==> src/rtl/wpvm_pkg.sv <==
package wpvm_pkg;
  localparam int ADDR_W    = 8;
  localparam int DATA_W    = 32;
  localparam int NUM_CS    = 4;
  localparam int NUM_CAUSE = 3;
  localparam int MR_OFF    = 'h04;
  localparam int IER_OFF   = 'h14;
  localparam int IDR_OFF   = 'h18;
  localparam int CSR_BASE  = 'h30;
  localparam int STAT_OFF  = 'hE8;
  localparam int SRC_LSB   = 8;

  typedef enum logic [1:0] {
    CAUSE_BLOCK = 2'd0,
    CAUSE_SWRST = 2'd1,
    CAUSE_CSWR  = 2'd2
  } cause_e;
endpackage

==> src/rtl/wpvm_decode.sv <==
module wpvm_decode #(
  parameter int ADDR_W   = wpvm_pkg::ADDR_W,
  parameter int NUM_CS   = wpvm_pkg::NUM_CS,
  parameter int MR_OFF   = wpvm_pkg::MR_OFF,
  parameter int IER_OFF  = wpvm_pkg::IER_OFF,
  parameter int IDR_OFF  = wpvm_pkg::IDR_OFF,
  parameter int CSR_BASE = wpvm_pkg::CSR_BASE
) (
  input  logic [ADDR_W-1:0] addr_i,
  output logic              is_mr_o,
  output logic [NUM_CS-1:0] csr_sel_o,
  output logic              is_prot_o,
  output logic              is_cfg_o
);
  localparam logic [ADDR_W-1:0] MR_A  = ADDR_W'(MR_OFF);
  localparam logic [ADDR_W-1:0] IER_A = ADDR_W'(IER_OFF);
  localparam logic [ADDR_W-1:0] IDR_A = ADDR_W'(IDR_OFF);

  for (genvar i = 0; i < NUM_CS; i++) begin : g_csr
    localparam logic [ADDR_W-1:0] CSR_A = ADDR_W'(CSR_BASE + 4 * i);
    assign csr_sel_o[i] = (addr_i == CSR_A);
  end

  assign is_mr_o   = (addr_i == MR_A);
  assign is_prot_o = is_mr_o | (|csr_sel_o);
  assign is_cfg_o  = is_prot_o | (addr_i == IER_A) | (addr_i == IDR_A);
endmodule

==> src/rtl/wpvm_sticky.sv <==
module wpvm_sticky (
  input  logic clk_i,
  input  logic rst_ni,
  input  logic set_i,
  input  logic clr_i,
  output logic q_o
);
  // set dominates clear
  always_ff @(posedge clk_i or negedge rst_ni) begin
    if (!rst_ni)    q_o <= 1'b0;
    else if (set_i) q_o <= 1'b1;
    else if (clr_i) q_o <= 1'b0;
  end
endmodule

==> src/rtl/wpvm_src.sv <==
module wpvm_src #(
  parameter int ADDR_W = wpvm_pkg::ADDR_W
) (
  input  logic              clk_i,
  input  logic              rst_ni,
  input  logic              load_i,
  input  logic              clr_i,
  input  logic [ADDR_W-1:0] addr_i,
  output logic [ADDR_W-1:0] src_o
);
  always_ff @(posedge clk_i or negedge rst_ni) begin
    if (!rst_ni)     src_o <= '0;
    else if (load_i) src_o <= addr_i;
    else if (clr_i)  src_o <= '0;
  end
endmodule

==> src/rtl/wp_viol_monitor.sv <==
module wp_viol_monitor #(
  parameter int ADDR_W    = wpvm_pkg::ADDR_W,
  parameter int DATA_W    = wpvm_pkg::DATA_W,
  parameter int NUM_CS    = wpvm_pkg::NUM_CS,
  parameter int STAT_OFF  = wpvm_pkg::STAT_OFF,
  parameter int SRC_LSB   = wpvm_pkg::SRC_LSB
) (
  input  logic              clk_i,
  input  logic              rst_ni,
  input  logic              wr_en_i,
  input  logic [ADDR_W-1:0] wr_addr_i,
  input  logic              rd_en_i,
  input  logic [ADDR_W-1:0] rd_addr_i,
  input  logic              wp_en_i,
  input  logic              swrst_i,
  input  logic [NUM_CS-1:0] cs_active_i,
  output logic [DATA_W-1:0] rd_data_o,
  output logic              wr_block_o
);
  import wpvm_pkg::*;
  localparam int NC = NUM_CAUSE;
  localparam logic [ADDR_W-1:0] STAT_A = ADDR_W'(STAT_OFF);

  logic              is_mr, is_prot, is_cfg, cs_hit, rd_hit, src_load;
  logic [NUM_CS-1:0] csr_sel;
  logic [NC-1:0]     set_v, clr_v, flags_q;
  logic [ADDR_W-1:0] src_q;

  wpvm_decode #(.ADDR_W(ADDR_W), .NUM_CS(NUM_CS)) i_decode (
    .addr_i    (wr_addr_i),
    .is_mr_o   (is_mr),
    .csr_sel_o (csr_sel),
    .is_prot_o (is_prot),
    .is_cfg_o  (is_cfg)
  );

  assign wr_block_o = wr_en_i & wp_en_i & is_prot;
  assign cs_hit     = (is_mr & (|cs_active_i)) | (|(csr_sel & cs_active_i));
  assign rd_hit     = rd_en_i & (rd_addr_i == STAT_A);

  always_comb begin
    set_v              = '0;
    set_v[CAUSE_BLOCK] = wr_block_o;
    set_v[CAUSE_SWRST] = swrst_i & wp_en_i;
    set_v[CAUSE_CSWR]  = wr_en_i & cs_hit;
    clr_v              = {NC{rd_hit}};
    clr_v[CAUSE_SWRST] = rd_hit | (wr_en_i & is_cfg);
  end

  for (genvar c = 0; c < NC; c++) begin : g_flag
    wpvm_sticky i_flag (
      .clk_i  (clk_i),
      .rst_ni (rst_ni),
      .set_i  (set_v[c]),
      .clr_i  (clr_v[c]),
      .q_o    (flags_q[c])
    );
  end

  assign src_load = set_v[CAUSE_BLOCK] | set_v[CAUSE_CSWR];

  wpvm_src #(.ADDR_W(ADDR_W)) i_src (
    .clk_i  (clk_i),
    .rst_ni (rst_ni),
    .load_i (src_load),
    .clr_i  (rd_hit),
    .addr_i (wr_addr_i),
    .src_o  (src_q)
  );

  always_comb begin
    rd_data_o = '0;
    if (rd_hit) begin
      rd_data_o[NC-1:0]                 = flags_q;
      rd_data_o[SRC_LSB +: ADDR_W]      = src_q;
    end
  end
endmodule

==> config.mk <==
export PLATFORM = sky130hd
export DESIGN_NAME = wp_viol_monitor
export DESIGN_NICKNAME = d
export VERILOG_FILES = /design/src/rtl/wpvm_pkg.sv /design/src/rtl/wpvm_decode.sv /design/src/rtl/wpvm_sticky.sv /design/src/rtl/wpvm_src.sv /design/src/rtl/wp_viol_monitor.sv
export SDC_FILE = /design/constraint.sdc
export NUM_CORES = 1
export LEC_CHECK = 0
export BUFFER_PORTS_ARGS = -buffer_cell sky130_fd_sc_hd__buf_4
export CAP_MARGIN = 15
export CORE_MARGIN = 4
export CORE_UTILIZATION = 43
export DETAILED_ROUTE_END_ITERATION = 6
export GPL_TIMING_DRIVEN = 0
export PLACE_DENSITY = 0.84
export SLEW_MARGIN = 25
export SYNTH_ARGS = -nofsm -noshare
export SYNTH_HDL_FRONTEND = slang
export SYNTH_SLANG_ARGS = --single-unit
export TNS_END_PERCENT = 30
==> constraint.sdc <==
create_clock -name clk_i -period 2.2 [get_ports clk_i]
set_input_delay 0.33 -clock clk_i [delete_from_list [all_inputs] [get_ports clk_i]]
set_output_delay 0.33 -clock clk_i [all_outputs]
set_load 0.005 [all_outputs]
==> metrics.md <==
| Metric | Value |
|---|---|
| Status | finished clean |
| Slowest Stage Delay on Critical Path | 0.38 ns |
| Cell variety after synth | 27 |
| Layout Nets | 178 |
| Area growth syn-to-layout | 50.5% |
| Register area share after synthesis | 33.2% |
| Worst Path Required | 1.87 ns |
| EDFF count, synth | 0 |
| Layout cells sized above 1 | 45.7% |
| Fin area | 0.00125 mm² |
| GPL Wtd Cong | 0.709 |
| Io pins | 59 |
| Fin crit share | 82.4% |
| Final Hold Violating Endpoints | 0 |
| Area of the mapped netlist | 828 µm² |
| Setup bufs post-CTS | 0 |
| Drt first pass iters | 3 |
| Global-route wire length before repair | 3.06 mm |
| Final setup TNS | 0 ns |
| Asr flop ratio synth | 100% |
| Post-synthesis compound-gate area fraction | 10.1% |
| Die Y-Extent | 51.9 µm |
| Setup crit start kind | input port |
| Clock edge transition at the registers on the reported setup and hold paths | 0.06 ns |
| Die area | 0.00269 mm² |
| Die W | 51.9 µm |
| Clk_skew | 0 ns |
| Final setup margin | 0.388 ns |
| Post-synthesis register bit count | 11 |
| Grt total ovfl | 0 |
| Peak supply drop | 0.000375 V |
| Crit path capture type | primary output |
| Num rows | 15 |
| Crit path arrival time | 1.48 ns |
| Max Clock Freq | 0.552 GHz |
| Total clock sinks | 11 |
| Largest net degree at the start of global routing | 12 |
| Final ANT Viol Nets | 0 |
| Post-synthesis xor/xnor area fraction | 0% |
| Syn Area/Cell | 9.20 µm² |
| Mux contribution to synthesized area | 7.85% |
| Synth Flop Type | dfrtp_1 |
| Cell breakdown of the critical path | buf_4 -> nor3_1 -> and4bb_2 -> clkbuf_2 -> and2_1 -> buf_4 |
| Critical path class | input port to primary output |
| Port Buffer Count | 37 |
| DRC violations left | 0 |
| P_leak | 0.704 nW |
| Vias/cell | 4.19 |
| Synth Area in Simple Gates | 27.5% |
| RSZ-0062 raised after global routing | no |
| Setup Viol. Count Final | 0 |
| CTS buffer count | 3 |
| Number of global-route vias before repair | 743 |
| Antenna violations before repair | 0 |
| Clk_lat worst skew | 0.26 ns |
| Max cap viols | 0 |
| CP Max Fanout | 13 |
| Adder-Cell Fraction of Synth Area | 0% |
| Initial detailed-routing violation count | 2 |
| N_diodes | 0 |
| WP buf/inv | 3 |
| CTS Buffer Depth | 2 |
| CTS tree | yes |
| Slew Viols, Final | 0 |
| Core footprint | 0.00178 mm² |
| DP HPWL | 1.57 mm |
| Hold crit path type | input port to register |
| Number of H-tree levels | 1 |
| Clock root cell | clkbuf_4 |
| Routed WL | 1.82 mm |
| Total of warnings raised by yosys | 0 |
| Slowest-stage cell, CP | and4bb_2 |
| Fin crit period | 1.81 ns |
| Initial Util | 46.5% |
| Power Dens Cells | 386 mW/mm² |
| Post-DR wirelength/cell | 10.3 µm |
| Placed inst area | 0.00121 mm² |
| Synthesized instance count | 90 |
| Top delay family on crit path | simple AND/OR/NAND/NOR gates |
| Worst slack, placed | 0.0686 ns |
| Vias | 738 |
| Largest family of logic cells by synthesized area | simple AND/OR/NAND/NOR gates |
| GRT Total Usage | 15.0% |
| Most common cell on crit path | buf_4 |
layout by cell type (no fill, tap or decap), drive strengths merged:
| cell | Yosys | final |
|---|---|---|
| o21ai | 5 | 5 |
| buf | 21 | 58 |
| and3b | 4 | 4 |
| nand3b | 1 | 1 |
| o31ai | 1 | 1 |
| nand3 | 2 | 2 |
| and3 | 1 | 1 |
| o21a | 1 | 1 |
| clkbuf | 2 | 5 |
| and2 | 12 | 12 |
| mux2 | 4 | 4 |
| a21oi | 1 | 1 |
| nor3 | 1 | 1 |
| dlygate4sd3 | 0 | 1 |
| nand4 | 1 | 1 |
| and4bb | 1 | 1 |
| nor4b | 1 | 1 |
| dfrtp | 11 | 11 |
| inv | 2 | 2 |
| nand2 | 2 | 2 |
| conb | 1 | 21 |
| nor2 | 4 | 4 |
| nand2b | 1 | 1 |
| o41a | 1 | 1 |
| nor2b | 5 | 5 |
| mux2i | 2 | 2 |
| o22ai | 2 | 2 |
report_power, final:
| group | leakage (nW) | switching [mW] | internal, mW |
|---|---|---|---|
| clock network | 0.0150 | 0.0622 | 0.0700 |
| logic | 0.553 | 0.0454 | 0.0777 |
| registers | 0.136 | 0.00711 | 0.219 |
per-stage QoR:
stage	hold WS, ns	total power, mW	util, %	std cells
after CTS	0.273	0.484	70.0	177
after detailed placement	0.171	0.350	68.0	172
after global placement	0.167	0.346	68.0	172
after global routing	0.278	0.515	69.9	176
after floorplan	0.0344	0.298	-	110
final	0.277	0.481	69.9	176
timing repair:
item	in CTS	in global routing
resized for setup	0	2
endpoints found under the setup margin	0	8
hold buffers	1	0
endpoints found under the hold margin	11	0
cell type report:
class,count,area (µm²)
multi-input combinational,74,455
tap,25,31.3
fill,152,537
clock buffer,4,26.3
sequential,11,275
inverter,2,7.51
buffer,22,163
timing repair buffer,38,288
Yosys cell counts (3+ instances only):
cell type,number,area share [%]
and2_1,12,9.1
mux2_2,3,4.1
and3b_1,4,4.2
nor2b_1,5,3.8
buf_4,21,19
nor2_1,4,1.8
dfrtp_1,11,33
o21ai_0,5,3.0
flip-flops by register name, summed over array words and instances (netlist names):
name and cells:
i_src.src_o 8, g_flag.i_flag.q_o 3
metal layers:
layer	part of all wire (%)	global-route usage, %
met5	0	0
met4	0	3.93
met3	15	5.44
met1	38	17.1
met2	47	26.2
path summary, 6_finish.rpt:
check | startpoint | end | slack (ns) | depth (start not counted)
worst min-delay path | swrst_i | g_flag[1].i_flag.q_o | 0.28 | 3
min in group asynchronous | rst_ni | g_flag[2].i_flag.q_o | 0.43 | 2
worst max-delay path | rd_addr_i[1] | rd_data_o[1] | 0.39 | 6
worst min register to register | i_src.src_o[1] | i_src.src_o[1] | 0.52 | 1
max in group asynchronous | rst_ni | g_flag[1].i_flag.q_o | 1.62 | 2
worst max register to register | i_src.src_o[3] | i_src.src_o[3] | 1.27 | 2
cells by family after synthesis:
group / Yosys count
compound gates: 11
mux: 6
buf+inv: 25
flops: 11
simple gates: 36
other cells: 1
tightest hold or removal path, delay by kind of cell:
| kind | cells | cell delay (ns) |
|---|---|---|
| AO/OA/AOI/OAI | 1 | 0.05 |
| buffers and inverters | 1 | 0.08 |
| AND/OR/NAND/NOR | 1 | 0.03 |
Power figures use the tool's default switching activity.
